$ cat config.mk
export PLATFORM = sky130hd
export DESIGN_NAME = cpl_integrity_guard
export DESIGN_NICKNAME = d
export VERILOG_FILES = /design/src/rtl/cig_pkg.sv /design/src/rtl/cig_par_scan.sv /design/src/rtl/cig_abort_track.sv /design/src/rtl/cig_verdict.sv /design/src/rtl/cpl_integrity_guard.sv
export SDC_FILE = /design/constraint.sdc
export NUM_CORES = 1
export LEC_CHECK = 0
export BUFFER_PORTS_ARGS = -buffer_cell sky130_fd_sc_hd__buf_2
export CAP_MARGIN = 20
export CORE_AREA = 2 2 229 231
export CTS_CLUSTER_DIAMETER = 50
export DETAILED_ROUTE_END_ITERATION = 7
export DIE_AREA = 0 0 231 233
export GPL_TIMING_DRIVEN = 0
export PLACE_DENSITY_LB_ADDON = 0.25
export SKIP_LAST_GASP = 1
export SYNTH_ARGS = -nofsm -noshare
export SYNTH_HDL_FRONTEND = slang
export SYNTH_SLANG_ARGS = --single-unit
$ cat constraint.sdc
create_clock -name clk -period 2.18 [get_ports clk]
set_input_delay 0.109 -clock clk [delete_from_list [all_inputs] [get_ports clk]]
set_output_delay 0.109 -clock clk [all_outputs]
set_load 0.05 [all_outputs]
$ cat src/rtl/cig_pkg.sv
package cig_pkg;

    typedef struct packed {
        logic done;
        logic nullify;
        logic par_err;
        logic abort_err;
    } verdict_t;

    localparam verdict_t VERDICT_IDLE = '{done: 1'b0, nullify: 1'b0, par_err: 1'b0, abort_err: 1'b0};

    // Sideband value that makes the byte plus its bit hold an odd count of ones
    function automatic logic odd_fill(input logic [7:0] b);
        return ~(^b);
    endfunction

endpackage

$ cat src/rtl/cig_par_scan.sv
module cig_par_scan
    import cig_pkg::*;
#(
    parameter int NBYTES = 64
) (
    input  logic                  en,
    input  logic [NBYTES*8-1:0]   data,
    input  logic [NBYTES-1:0]     par,
    output logic                  fault
);
    logic [NBYTES-1:0] mism;

    for (genvar g = 0; g < NBYTES; g++) begin : g_byte
        assign mism[g] = (odd_fill(data[g*8 +: 8]) != par[g]);
    end

    assign fault = en & (|mism);

endmodule

$ cat src/rtl/cig_abort_track.sv
module cig_abort_track (
    input  logic clk,
    input  logic rst,
    input  logic valid,
    input  logic ready,
    input  logic last,
    input  logic abort,
    output logic abort_hit,
    output logic misuse
);
    logic accept;
    logic in_pkt_q;
    logic sticky_q;
    logic hold_q;
    logic first_beat;

    assign accept     = valid & ready;
    assign first_beat = ~in_pkt_q;
    assign abort_hit  = sticky_q | (accept & abort);

    always_ff @(posedge clk) begin
        if (rst) begin
            in_pkt_q <= 1'b0;
            sticky_q <= 1'b0;
            hold_q   <= 1'b0;
            misuse   <= 1'b0;
        end else begin
            if (accept) begin
                in_pkt_q <= ~last;
                sticky_q <= last ? 1'b0 : (sticky_q | abort);
            end
            hold_q <= valid & ~ready & abort;
            misuse <= (accept & first_beat & abort) | (hold_q & valid & ~abort);
        end
    end

    // an abort taken mid-packet stays held
    a_r4_sticky_set: assert property (@(posedge clk) disable iff (rst)
        (accept && abort && !last) |=> sticky_q);
    a_r4_sticky_hold: assert property (@(posedge clk) disable iff (rst)
        (sticky_q && !(accept && last)) |=> sticky_q);
    // end beat clears the held abort
    a_r8_clear: assert property (@(posedge clk) disable iff (rst)
        (accept && last) |=> !sticky_q);
    // first-beat abort flagged
    a_r9_first_abort: assert property (@(posedge clk) disable iff (rst)
        (accept && first_beat && abort) |=> misuse);

endmodule

$ cat src/rtl/cig_verdict.sv
module cig_verdict
    import cig_pkg::*;
(
    input  logic     clk,
    input  logic     rst,
    input  logic     accept,
    input  logic     last,
    input  logic     par_fault,
    input  logic     abort_hit,
    output verdict_t verdict
);
    logic     par_sticky_q;
    logic     par_hit;
    verdict_t next_v;

    assign par_hit = par_sticky_q | (accept & par_fault);

    always_comb begin
        next_v = VERDICT_IDLE;
        if (accept && last) begin
            next_v.done      = 1'b1;
            next_v.par_err   = par_hit;
            next_v.abort_err = abort_hit;
            next_v.nullify   = par_hit | abort_hit;
        end
    end

    always_ff @(posedge clk) begin
        if (rst) begin
            par_sticky_q <= 1'b0;
            verdict      <= VERDICT_IDLE;
        end else begin
            if (accept) par_sticky_q <= last ? 1'b0 : par_hit;
            verdict <= next_v;
        end
    end

    // a mid-packet parity fault is held until the end beat
    a_r3_par_hold: assert property (@(posedge clk) disable iff (rst)
        (accept && par_fault && !last) |=> par_sticky_q);
    // parity state cleared at the end beat
    a_r8_par_clear: assert property (@(posedge clk) disable iff (rst)
        (accept && last) |=> !par_sticky_q);

endmodule

$ cat src/rtl/cpl_integrity_guard.sv
module cpl_integrity_guard
    import cig_pkg::*;
#(
    parameter int DATA_W = 512,
    localparam int NBYTES = DATA_W / 8
) (
    input  logic              clk,
    input  logic              rst,
    input  logic              par_chk_en,
    input  logic              beat_valid,
    input  logic              beat_ready,
    input  logic [DATA_W-1:0] beat_data,
    input  logic [NBYTES-1:0] beat_par,
    input  logic              beat_last,
    input  logic              beat_abort,
    output logic              pkt_done,
    output logic              pkt_nullify,
    output logic              pkt_par_err,
    output logic              pkt_abort_err,
    output logic              abort_misuse
);
    logic     accept;
    logic     par_fault;
    logic     abort_hit;
    verdict_t verdict;

    assign accept = beat_valid & beat_ready;

    cig_par_scan #(.NBYTES(NBYTES)) u_scan (
        .en    (par_chk_en),
        .data  (beat_data),
        .par   (beat_par),
        .fault (par_fault)
    );

    cig_abort_track u_abort (
        .clk       (clk),
        .rst       (rst),
        .valid     (beat_valid),
        .ready     (beat_ready),
        .last      (beat_last),
        .abort     (beat_abort),
        .abort_hit (abort_hit),
        .misuse    (abort_misuse)
    );

    cig_verdict u_verdict (
        .clk       (clk),
        .rst       (rst),
        .accept    (accept),
        .last      (beat_last),
        .par_fault (par_fault),
        .abort_hit (abort_hit),
        .verdict   (verdict)
    );

    assign pkt_done      = verdict.done;
    assign pkt_nullify   = verdict.nullify;
    assign pkt_par_err   = verdict.par_err;
    assign pkt_abort_err = verdict.abort_err;

    // abort on the accepted end beat nullifies
    a_r5_end_abort: assert property (@(posedge clk) disable iff (rst)
        (accept && beat_last && beat_abort) |=> (pkt_done && pkt_nullify && pkt_abort_err));
    // parity fault on accepted end beat nullifies
    a_r1_end_parity: assert property (@(posedge clk) disable iff (rst)
        (accept && beat_last && par_fault) |=> (pkt_nullify && pkt_par_err));
    // cause flags only together with the done strobe
    a_r7_flags_with_done: assert property (@(posedge clk) disable iff (rst)
        (pkt_nullify || pkt_par_err || pkt_abort_err) |-> pkt_done);
    // no verdict without an accepted end beat
    a_r7_done_src: assert property (@(posedge clk) disable iff (rst)
        !(accept && beat_last) |=> !pkt_done);

endmodule

==> results.txt <==
TNS Setup -> 0 ns
worst r2r src -> u_abort.sticky_q
gpl congestion -> 0.824
First DRT Iteration DRCs -> 93
count of unique library cells instantiated by Yosys -> 23
Tmin final -> 2.09 ns
vias in the first global route -> 5,779
Post-DP Area -> 0.00907 sq mm
initial antenna violation count -> 2
CTS tree -> yes
Slew Viols, Final -> 0
DP HPWL -> 22,800 um
max_cap viols -> 0
clock sink total -> 9
Sw Share -> 0.372
cells after synthesis -> 496
grt ovf -> 0
Yosys warnings -> 0
Hold Vio Cnt, Final -> 0
CTS Buffer Depth -> 2
Die X -> 231 um
Max Clk Rate -> 0.479 GHz
syn_nets -> 1,079
Synth area leaders -> xnor2_1 47%, xnor3_1 27%, xor2_1 16%, dfxtp_1 3.4%, nor4_1 1.5%
fin crit share -> 0.957
first-pass GRT wire length -> 32,000 um
Setup Viol. Count Final -> 0
Core Region -> 0.0511 sq mm
register share of total power -> 0.050
register bit total from synthesis -> 9
setup slack, reg-to-reg -> 1.33 ns
clock network fraction of total power -> 0.093
RSZ-0062 raised after global routing -> yes
CP Data Required Time -> 2.27 ns
Avg Inst Size Synth -> 10.7 sq um
PwrDens -> 368 mW/mm^2
Inserted Diodes -> 0
post-route cell area -> 0.00942 sq mm
WS Path Type -> input port to flop
Final Skew -> 0.00549 ns
ANT nets after route -> 0
Layout area overhead -> 78.3%
relative slew slack -> 0.703
Core Util, Final -> 0.184
first-pass detailed-route iteration total -> 4
P_leak -> 0.00463 uW
largest net degree at the start of global routing -> 7
Post-Syn Area -> 0.00528 sq mm
H-tree depth -> 1
most common cell after layout, fill and taps aside -> buf_2
crit path from -> beat_data[309]
clk_lat worst skew -> 0.23 ns
Routed WL -> 23,800 um
Worst Hold Launch -> rst
Psw -> 1290 uW
setup bufs post-CTS -> 0
via count -> 5,357
total track usage -> 0.0800
I/O pin cnt -> 588
met3 routed WL -> 1540 um
DR vias/cell -> 3.03
largest area contributor in the netlist -> xnor2_1
Worst-Margin Slew -> 0.443 ns
die height -> 233 um
die area -> 0.0538 sq mm
# rows -> 83
area share of the largest cell type after synthesis -> 0.472
Initial Util -> 0.103
CTS clk-pin slew, worst paths -> 0.04 ns
Hold WC Path Type -> input port to flop
Met2 Routed Length -> 12,800 um
Combinational Power Share -> 0.857
Int Power -> 2170 uW
Critical Path Start Type -> input port
CP Capture Type -> flop
CTS root buffer -> clkbuf_16
Top Layer Used -> met4
post-synthesis sequential area ratio -> 0.0341
share of layout cells above drive strength 1 -> 0.580
Metal-1 WL -> 9370 um
Max VDD drop -> 251 uV
DRC errors left -> 0
status -> completed
FILL cells -> 5,732
WL per Instance -> 13.5 um
crit path DAT -> 2.18 ns
Final nets -> 1,671
Num CTS Buffers -> 3
most frequent cells in the layout -> 584 x buf_2, 266 x xnor2_1, 93 x xor2_1, 62 x xnor3_1, 20 x xnor2_2
PortBufs -> 587
Max FO, Critical Path -> 3
## per-layer routing
layer / vias up / track usage
li1: 2786 / -
met1: 2276 / 0.0935
met2: 289 / 0.160
met3: 6 / 0.0103
met4: 0 / 0.00464
met5: - / 0
## repair_timing
action	4_1_cts	5_1_grt
pin swaps	12	19
endpoints found under the hold margin	0	0
endpoints found under the setup margin	3	3
gates resized for setup	19	19
hold buffers	0	0
## synthesized netlist by cell type (all sizes together)
master  instances
xnor2         288
nand3           1
and3            1
nor4           16
nand4           4
dfxtp           9
inv             2
mux2i           1
xnor3          64
o41ai           1
nor2            3
nor3b           1
a21oi           3
nand2b          1
a31oi           2
nor4bb          1
nor2b           1
or2             1
xor2           96
## flip-flops by register name, indices dropped and copies added, names as in the netlist
signal,flops
u_abort.misuse,1
u_verdict.par_sticky_q,1
u_abort.in_pkt_q,1
u_abort.sticky_q,1
u_verdict.verdict,4
u_abort.hold_q,1
## worst max-delay path, cell delays in order
cell and delay [ns]:
buf_2 0.12, xnor2_1 0.16, xnor3_1 0.43, xnor2_1 0.16
nor4_2 0.36, nand4_1 0.25, o41ai_2 0.47, a31oi_1 0.13
## worst paths after layout
path                                        endpoint  cells past startpoint
worst min-delay path                  u_abort.misuse                      2
worst max-delay path            u_verdict.verdict[2]                      8
worst max register to register  u_verdict.verdict[2]                      2
worst min register to register      u_abort.in_pkt_q                      2
## layout make-up
| cell class | instances | area (sq um) | share of cell area |
|---|---|---|---|
| Sequential cell | 9 | 180 | 0.0191 |
| Clock buffer | 4 | 78.8 | 0.00837 |
| Multi-Input combinational cell | 485 | 5350 | 0.568 |
| Tap cell | 680 | 851 | 0.0903 |
| Timing Repair Buffer | 587 | 2950 | 0.313 |
| Inverter | 2 | 7.51 | 0.000797 |
## through the flow
| step | hold slack, ns | instances | worst slack [ns] | total power, uW |
|---|---|---|---|---|
| finish | 0.0865 | 1767 | 0.0933 | 3470 |
| global route | 0.106 | 1767 | -0.0385 | 3730 |
| CTS | 0.0868 | 1767 | 0.00164 | 3450 |
| detailed placement | 0.329 | 1763 | -0.477 | 3020 |
| global placement | 0.328 | 1763 | -0.483 | 3020 |
| floorplan | 0.185 | 496 | 0.351 | 2010 |
## kinds of logic (layout without fill, tap and decap cells)
group	Yosys count	count (layout)	share of synthesized area
simple gates	30	30	0.0384
compound gates	6	6	0.00829
mux	1	1	0.00189
flops	9	9	0.0341
xor+xnor	448	448	0.916
buf+inv	2	593	0.00142
## power by group through the flow
stage                     combinational, uW  sequential, uW  clock (uW)
final                                  2970             173         321
after global routing                   3220             174         335
after CTS                              2950             174         327
after detailed placement               2840             176           0
after global placement                 2840             176           0
after floorplan                        1820             181           0
No activity file was read; power rests on OpenSTA's default activity.
